[src/rtl/dd_irq_pkg.sv]
package dd_irq_pkg;
  localparam int unsigned ID_W   = 10;
  localparam int unsigned PRIO_W = 8;
  localparam int unsigned MODE_W = 3;

  typedef enum logic [MODE_W-1:0] {
    SM_OFF    = 3'd0,
    SM_DETACH = 3'd1,
    SM_RISE   = 3'd4,
    SM_FALL   = 3'd5,
    SM_HIGH   = 3'd6,
    SM_LOW    = 3'd7
  } src_mode_e;

  function automatic logic mode_live(input logic [MODE_W-1:0] m);
    return m[2];
  endfunction

  function automatic logic mode_level(input logic [MODE_W-1:0] m);
    return m[2] & m[1];
  endfunction

  function automatic logic mode_inv(input logic [MODE_W-1:0] m);
    return m[0];
  endfunction
endpackage

[src/rtl/dd_irq_src.sv]
module dd_irq_src
  import dd_irq_pkg::*;
(
  input  logic              clk_i,
  input  logic              rst_ni,
  input  logic              raw_i,
  input  logic [MODE_W-1:0] mode_i,
  input  logic              en_set_i,
  input  logic              en_clr_i,
  input  logic              pend_clr_i,
  input  logic              claim_i,
  output logic              pend_o,
  output logic              en_o
);
  logic raw_q;
  logic rect, rect_prev, edge_hit;
  logic live, level;

  assign live      = mode_live(mode_i);
  assign level     = mode_level(mode_i);
  assign rect      = raw_i ^ mode_inv(mode_i);
  assign rect_prev = raw_q ^ mode_inv(mode_i);
  assign edge_hit  = rect & ~rect_prev;

  always_ff @(posedge clk_i or negedge rst_ni) begin
    if (!rst_ni) begin
      raw_q  <= 1'b0;
      pend_o <= 1'b0;
      en_o   <= 1'b0;
    end else begin
      raw_q <= raw_i;
      if (!live) begin
        pend_o <= 1'b0;
        en_o   <= 1'b0;
      end else begin
        if (en_clr_i)      en_o <= 1'b0;
        else if (en_set_i) en_o <= 1'b1;
        // level: live copy of rectified wire, never latched
        if (level)                      pend_o <= rect;
        else if (edge_hit)              pend_o <= 1'b1;
        else if (pend_clr_i || claim_i) pend_o <= 1'b0;
      end
    end
  end
endmodule

[src/rtl/dd_irq_arb.sv]
module dd_irq_arb
  import dd_irq_pkg::*;
#(
  parameter int unsigned NUM_SRC = 8
) (
  input  logic [NUM_SRC-1:0]        req_i,
  input  logic [PRIO_W*NUM_SRC-1:0] prio_i,
  output logic                      vld_o,
  output logic [ID_W-1:0]           id_o,
  output logic [PRIO_W-1:0]         prio_o
);
  always_comb begin
    vld_o  = 1'b0;
    id_o   = '0;
    prio_o = '0;
    // ascending scan with strict compare keeps the lower number on ties
    for (int i = 0; i < int'(NUM_SRC); i++) begin
      if (req_i[i] && (!vld_o || (prio_i[i*PRIO_W +: PRIO_W] < prio_o))) begin
        vld_o  = 1'b1;
        id_o   = ID_W'(i + 1);
        prio_o = prio_i[i*PRIO_W +: PRIO_W];
      end
    end
  end
endmodule

[src/rtl/dd_irq_ctrl.sv]
module dd_irq_ctrl
  import dd_irq_pkg::*;
#(
  parameter int unsigned NUM_SRC = 8
) (
  input  logic                      clk_i,
  input  logic                      rst_ni,
  input  logic [NUM_SRC-1:0]        src_raw_i,
  input  logic [MODE_W*NUM_SRC-1:0] src_mode_i,
  input  logic [PRIO_W*NUM_SRC-1:0] src_prio_i,
  input  logic                      dom_en_i,
  input  logic                      en_set_vld_i,
  input  logic [ID_W-1:0]           en_set_id_i,
  input  logic                      en_clr_vld_i,
  input  logic [ID_W-1:0]           en_clr_id_i,
  input  logic                      pend_clr_vld_i,
  input  logic [ID_W-1:0]           pend_clr_id_i,
  input  logic                      claim_rd_i,
  output logic [31:0]               topi_o,
  output logic [31:0]               claim_o,
  output logic                      irq_o
);
  logic [NUM_SRC-1:0] pend, en;
  logic               top_vld;
  logic [ID_W-1:0]    top_id;
  logic [PRIO_W-1:0]  top_prio;

  for (genvar k = 0; k < NUM_SRC; k++) begin : g_src
    logic set_hit, clr_hit, pclr_hit, claim_hit;
    assign set_hit   = en_set_vld_i   && (en_set_id_i   == ID_W'(k + 1));
    assign clr_hit   = en_clr_vld_i   && (en_clr_id_i   == ID_W'(k + 1));
    assign pclr_hit  = pend_clr_vld_i && (pend_clr_id_i == ID_W'(k + 1));
    assign claim_hit = claim_rd_i && top_vld && (top_id == ID_W'(k + 1));

    dd_irq_src i_src (
      .clk_i      (clk_i),
      .rst_ni     (rst_ni),
      .raw_i      (src_raw_i[k]),
      .mode_i     (src_mode_i[k*MODE_W +: MODE_W]),
      .en_set_i   (set_hit),
      .en_clr_i   (clr_hit),
      .pend_clr_i (pclr_hit),
      .claim_i    (claim_hit),
      .pend_o     (pend[k]),
      .en_o       (en[k])
    );
  end

  dd_irq_arb #(.NUM_SRC(NUM_SRC)) i_arb (
    .req_i  (pend & en),
    .prio_i (src_prio_i),
    .vld_o  (top_vld),
    .id_o   (top_id),
    .prio_o (top_prio)
  );

  assign topi_o  = top_vld ? {6'd0, top_id, 8'd0, top_prio} : 32'd0;
  assign claim_o = topi_o;
  assign irq_o   = dom_en_i && top_vld;
endmodule


[config.mk]
export PLATFORM = sky130hd
export DESIGN_NAME = dd_irq_ctrl
export DESIGN_NICKNAME = d
export VERILOG_FILES = /design/src/rtl/dd_irq_pkg.sv /design/src/rtl/dd_irq_src.sv /design/src/rtl/dd_irq_arb.sv /design/src/rtl/dd_irq_ctrl.sv
export SDC_FILE = /design/constraint.sdc
export NUM_CORES = 1
export LEC_CHECK = 0
export BUFFER_PORTS_ARGS = -buffer_cell sky130_fd_sc_hd__buf_2
export CAP_MARGIN = 10
export CELL_PAD_IN_SITES_DETAIL_PLACEMENT = 0
export CELL_PAD_IN_SITES_GLOBAL_PLACEMENT = 1
export CORE_MARGIN = 4
export CORE_UTILIZATION = 35
export DETAILED_ROUTE_END_ITERATION = 8
export PLACE_DENSITY = 0.83
export RECOVER_POWER = 25
export SLEW_MARGIN = 10
export SYNTH_ARGS = -nofsm -noshare
export SYNTH_HDL_FRONTEND = slang
export SYNTH_SLANG_ARGS = --single-unit
[constraint.sdc]
create_clock -name clk_i -period 35 [get_ports clk_i]
set_input_delay 10.5 -clock clk_i [delete_from_list [all_inputs] [get_ports clk_i]]
set_output_delay 10.5 -clock clk_i [all_outputs]
set_load 0.05 [all_outputs]
* Word level (Yosys, flattened, before mapping) *
Index checks and enable logic that the tools add are counted.

operators by class
  magnitude comparators = 7
  equal/unequal tests = 48
  multiplexer cells = 81
  bitwise operators = 41
  reduce and logical (&&, ||, !) cells = 63

operators with widths
  cell                                                                      count
  10-bit by 3-bit equality test with 1-bit output (second input constant)   16
  10-bit by 2-bit equality test with 1-bit output (second input constant)   8
  1-bit 2-to-1 mux                                                          65
  8-bit 2-to-1 mux                                                          8
  8-bit less-than comparator                                                7
  1-bit logical AND                                                         41
  10-bit by 1-bit equality test with 1-bit output (second input constant)   4
  10-bit by 4-bit equality test with 1-bit output (second input constant)   4
  4-bit by 1-bit inequality test with 1-bit output (second input constant)  8
  26-bit 2-to-1 mux                                                         1
  3-bit by 1-bit inequality test with 1-bit output (second input constant)  8
  1-bit AND                                                                 16
  1-bit XOR                                                                 16
  1-bit logical OR                                                          15
  3-bit 2-to-1 mux                                                          4
  8-bit AND                                                                 1
  1-bit inverter                                                            8
  1-bit logical NOT                                                         7
  2-bit 2-to-1 mux                                                          2
  4-bit 2-to-1 mux                                                          1

storage, ports and cells
  flip-flop bits (word level) = 24
  output and inout bits = 65
  word-level logic and storage cells = 264

* Logic depth before layout (Yosys ltp) *
  depth after elaboration = 37
  gate-level depth with buffers = 69
  mapped depth without buffers = 60

* By module *
A second synthesis with hierarchy kept.

unflattened totals
  cell total of the unflattened synthesis = 579
  area total of the unflattened synthesis = 4613.2 um^2

by module, submodules not included
  module       times used  cells an instance  area each (um^2)  sequential area each (um^2)
  dd_irq_arb   1           350                2580.0            0.0
  dd_irq_src   8           11                 132.6             75.1
  dd_irq_ctrl  1           141                972.2             0.0

* Worst setup path before layout *
No wires, ideal clock.

  kind = input to output
  start point = in src_prio_i[5]
  end point = out topi_o[1]
  arrival time = 23.137 ns
  data required time = 24.500 ns
  setup slack = 1.363 ns
  cell stages on the path = 57
  cells stage by stage = nand2_1 ha_1 a211o_1 a21oi_1 a21oi_1 o21a_1 o31ai_1 inv_1 ha_1 a2111o_1 o41ai_1 buf_2 mux2i_1 ha_1 a21oi_1 o21ai_1 o21ai_0 nor2b_1 [21 not listed] o21a_1 ha_1 a2111oi_0 nor2b_1 o21ai_0 nand3_1 a31o_2 clkbuf_1 o211a_1 or2_1 ha_1 nand4_1 or3_1 buf_1 o31ai_4 inv_2 o31ai_1 buf_4

on the way
  word-level cells in the longest chain between the ends = 30
  elaborated cells between the ends (all ways) = 43
  classes of those cells = order compare: 7; mux: 16; reduce/logical: 20

RTL lines
  what                                                             line               RTL
  start, declared                                                  dd_irq_ctrl.sv:10  input logic [PRIO_W*NUM_SRC-1:0] src_prio_i,
  8-bit 2-to-1 mux (*)                                             dd_irq_arb.sv:18   if (req_i[i] && (!vld_o || (prio_i[i*PRIO_W +: PRIO_W] < prio_o))) begin
  8-bit less-than comparator                                       dd_irq_arb.sv:18
  1-bit logical OR                                                 dd_irq_arb.sv:18
  1-bit logical AND                                                dd_irq_arb.sv:18
  8-bit 2-to-1 mux or 1-bit 2-to-1 mux (tied branches)             dd_irq_arb.sv:18
  8-bit less-than comparator or 1-bit logical NOT (tied branches)  dd_irq_arb.sv:18
  1-bit logical OR                                                 dd_irq_arb.sv:18
  1-bit logical AND                                                dd_irq_arb.sv:18
  [14 not listed]                                                  n/a
  1-bit logical OR                                                 dd_irq_arb.sv:18
  1-bit logical AND                                                dd_irq_arb.sv:18
  8-bit 2-to-1 mux or 1-bit 2-to-1 mux (tied branches)             dd_irq_arb.sv:18
  8-bit less-than comparator or 1-bit logical NOT (tied branches)  dd_irq_arb.sv:18
  1-bit logical OR                                                 dd_irq_arb.sv:18
  1-bit logical AND                                                dd_irq_arb.sv:18
  8-bit 2-to-1 mux or 1-bit 2-to-1 mux (tied branches)             dd_irq_arb.sv:18
  26-bit 2-to-1 mux (*)                                            dd_irq_ctrl.sv:57  assign topi_o = top_vld ? {6'd0, top_id, 8'd0, top_prio} : 32'd0;
  end, declared                                                    dd_irq_ctrl.sv:19  output logic [31:0] topi_o,

Mark *: on every way between the ends. The rest lies on a longest branch, timed or not.

* Worst setup path in the final report *
  start point = in src_prio_i[5]
  end point = out claim_o[18]

on the way
  word-level cells in the longest chain between the ends = 30
  elaborated cells between the ends (all ways) = 47
  classes of those cells = order compare: 7; mux: 20; reduce/logical: 20

RTL lines
  what                                                             line               RTL
  8-bit 2-to-1 mux (*)                                             dd_irq_arb.sv:18
  8-bit less-than comparator                                       dd_irq_arb.sv:18
  1-bit logical OR                                                 dd_irq_arb.sv:18
  1-bit logical AND                                                dd_irq_arb.sv:18
  8-bit 2-to-1 mux or 1-bit 2-to-1 mux (tied branches)             dd_irq_arb.sv:18
  8-bit less-than comparator or 1-bit logical NOT (tied branches)  dd_irq_arb.sv:18
  1-bit logical OR                                                 dd_irq_arb.sv:18
  1-bit logical AND                                                dd_irq_arb.sv:18
  [14 not listed]                                                  n/a
  1-bit logical OR                                                 dd_irq_arb.sv:18
  1-bit logical AND                                                dd_irq_arb.sv:18
  8-bit 2-to-1 mux or 1-bit 2-to-1 mux (tied branches)             dd_irq_arb.sv:18
  8-bit less-than comparator or 1-bit logical NOT (tied branches)  dd_irq_arb.sv:18
  1-bit logical OR                                                 dd_irq_arb.sv:18
  1-bit logical AND                                                dd_irq_arb.sv:18
  4-bit 2-to-1 mux or 1-bit 2-to-1 mux (tied branches)             dd_irq_arb.sv:18
  26-bit 2-to-1 mux (*)                                            dd_irq_ctrl.sv:57
  end, declared                                                    dd_irq_ctrl.sv:20  output logic [31:0] claim_o,

Marks and branches as above.

==> flow_summary.json <==
{
  "overflow": 0,
  "r2r_start": "g_src[0].i_src.en_o",
  "htreeDepth": 1,
  "top_layer_used": "met4",
  "final_common_cell": "buf_2",
  "fmax_mhz": 29.3,
  "tightest_slew_ps": 1380,
  "synth_cell_types": 71,
  "gp_congestion": 0.872,
  "fp-row-count": 41,
  "drt-met1-wl_mm": 6.82,
  "crit_required_ps": 24500,
  "critical_path.slowest_cell": "a2111o_1",
  "switching_share_pct": 35.6,
  "ctsHoldBuffers": 0,
  "synth_top_area_share_pct": 13.5,
  "stdcell_count": 902,
  "drtIter0Drc": 326,
  "synth_edf_count": 0,
  "cp-start-kind": "input port",
  "cts_tree": "done",
  "drt-pass1-iter-count": 5,
  "async_flop_share_pct": 100,
  "p_seq_share_pct": 30.6,
  "dp_slack_ps": -5.43,
  "end_kind": "primary output",
  "clkPwrFrac_pct": 33.3,
  "powerDensity_nw_per_um2": 18.2,
  "ff_latch_area_um2": 601,
  "final_design_area_no_fill_um2": 5490,
  "cts-root-buf": "clkbuf_16",
  "route.detailed.drc": 0,
  "final-hold-violation-count": 0,
  "combPwrFrac_pct": 36.0,
  "finalClockSkew_ps": 2.46,
  "regToRegSetupSlack_ps": 21120,
  "cts_sinks": 24,
  "detail_route.wl_per_cell_um": 16.6,
  "start_util_pct": 35.9,
  "mostFrequentLayoutCells": "146 x buf_2, 49 x nand2_1, 49 x ha_1, 43 x nor2_1, 40 x conb_1",
  "crit_fanout": 16,
  "switching_power_w": 0.0000356,
  "maxCapViolations": 0,
  "die_x_um": 122,
  "diodes": 0,
  "synth.cell_area_um2": 4530,
  "slew_headroom_pct": 8.07,
  "hpwl_mm": 12.8,
  "grt_usage_pct": 18.9,
  "num-fill-cells": 1317,
  "multi_input_area_um2": 3560,
  "hp-class": "flip-flop to flip-flop",
  "setup_viol": 0,
  "num_io_pins": 198,
  "vias": 4854,
  "critPathMostFrequentCell": "a21o_1",
  "syn_inst": 581,
  "clk_latency_ps": 260,
  "ys.flop_type": "dfrtp_1",
  "syn_area_per_cell_um2": 7.79,
  "portBuffers": 157,
  "hold_start": "g_src[7].i_src.en_o",
  "drt-total-wl_mm": 14.9,
  "leakage_nw": 2.62,
  "status": "completed",
  "path_clk_slew_ps": 60,
  "core_um2": 12600,
  "synth_top_area_cell": "ha_1",
  "reg2regPathDepth": 58,
  "area_growth_pct": 21.3,
  "met2_length_mm": 6.95,
  "vdd_drop_max_mv": 0.0187,
  "intPower_w": 0.0000644,
  "drive_above_1_share_pct": 27.3,
  "met3WireLength_um": 885,
  "route.antenna.remaining_nets": 0,
  "antenna_found_initial": 0,
  "critPathKind": "input port to primary output",
  "synth_area_leaders": "ha_1 14%, dfrtp_1 13%, buf_4 8.6%",
  "dieArea_um2": 14800,
  "ys_warn_count": 0,
  "worstHoldPathCells": 2,
  "nets": 913,
  "critPathMaxStageDelay_ps": 480,
  "place_inst": 888,
  "post_drt_via_cell_ratio": 5.38,
  "critPathArrivalTime_ps": 23620,
  "startpoint": "src_prio_i[5]",
  "r2r-end": "g_src[7].i_src.pend_o",
  "grt_max_degree": 25,
  "hold_slack_ps": 541,
  "yosysSeqAreaShare_pct": 13.3,
  "finalSetupTns_ps": 0,
  "layout_worst_path_cycle_share_pct": 97.5,
  "whs_endpoint": "g_src[7].i_src.en_o",
  "ys_ff_latch": 24,
  "clk_path_buf_depth": 2,
  "fin_ws_ps": 875,
  "postPlaceCellArea_um2": 5250,
  "fin_crit_ps": 34120,
  "cts_buffers": 3,
  "die_y_um": 122,
  "finalMaxSlewViolations": 0,
  "grt_pass1_wl_mm": 22.8,
  "grt_pass1_vias": 4584
}
-- timing repair --
item,4_1_cts,5_1_grt
cloned,0,1
buffers inserted,0,9
endpoints found under the hold margin,0,0
resized for setup,1,18
endpoints found under the setup margin,4,24
pin swaps,0,3
-- metrics by stage --
stage | power (W) | util [%]
floorplan | 0.0000554 | -
global placement | 0.0000658 | 41.6
detailed placement | 0.0000667 | 41.6
CTS | 0.0000999 | 42.4
global route | 0.000105 | 43.5
finish | 0.000100 | 43.5
-- critical path: cells and delay by family --
kind | cells | cell delay [ps]
AOI/OAI and AO/OA | 31 | 6650
adders and majority gates | 7 | 2050
buffers and inverters | 10 | 1770
muxes | 3 | 980
and+or+nand+nor | 8 | 1690
-- how the worst max path moves through the flow --
stage / endpoint / slack, ps
3_3_place_gp: topi_o[1] / 460
2_1_floorplan: topi_o[1] / 1360
6_report: claim_o[18] / 880
3_5_place_dp: topi_o[1] / -5
5_1_grt: topi_o[1] / -90
4_1_cts: topi_o[1] / 60
-- power by group through the flow --
stage / Clock, W / Combinational, W / Sequential, W
2_1_floorplan: 0 / 0.0000248 / 0.0000306
3_3_place_gp: 0 / 0.0000347 / 0.0000310
3_5_place_dp: 0 / 0.0000355 / 0.0000311
4_1_cts: 0.0000336 / 0.0000357 / 0.0000306
5_1_grt: 0.0000348 / 0.0000397 / 0.0000308
6_report: 0.0000333 / 0.0000360 / 0.0000306
-- cells by family after synthesis --
logic type / after synthesis / synth area share [%]
multiplexers: 23 / 5.11
other: 1 / 0.0829
adder cells (fa/ha/maj): 49 / 13.5
flip-flops: 24 / 13.3
AND/OR/NAND/NOR: 185 / 21.2
XOR/XNOR: 15 / 2.90
buffers and inverters: 101 / 13.2
AO/OA/AOI/OAI: 183 / 30.6
-- cells in the mapped netlist, types with 4 or more instances --
master and number:
nand3b_1 5, o311ai_0 12, buf_4 52, mux2i_1 22
and3_1 8, nand2_1 50, a2111oi_0 7, nor2_1 43
and2_1 5, buf_2 7, o31ai_1 13, nor2b_1 8
a21bo_2 8, nand3_1 7, o21ai_0 20, or2_1 7
a31oi_1 6, nand4_1 7, a21o_1 12, o211ai_1 6
a21oi_1 30, xnor2_1 9, a41oi_1 9, nor3_1 11
ha_1 49, dfrtp_1 24, a211oi_1 5, o211a_1 11
inv_1 35, o21ai_1 4, o31ai_2 5, nor3b_1 10
xor2_1 6, o21a_1 10
-- area by class of cell --
cell class	instances	area share [%]
flip-flops and latches	24	10.9
well taps	172	3.92
inverters	36	2.46
clock inverters	1	0.547
clock buffers	3	1.37
repair buffers	170	16.0
multi-input cells	496	64.8
-- state kept, by name, indices dropped and copies added, names as in the netlist --
signal	flops
g_src.i_src.en_o	8
g_src.i_src.raw_q	8
g_src.i_src.pend_o	8
-- routing by layer --
metal | GRT usage, % | vias to the layer above
li1 | - | 2401
met1 | 26.4 | 2268
met2 | 31.5 | 166
met3 | 1.90 | 19
met4 | 4.41 | 0
met5 | 0 | -
Note: power is estimated with default switching activity, not from simulation.
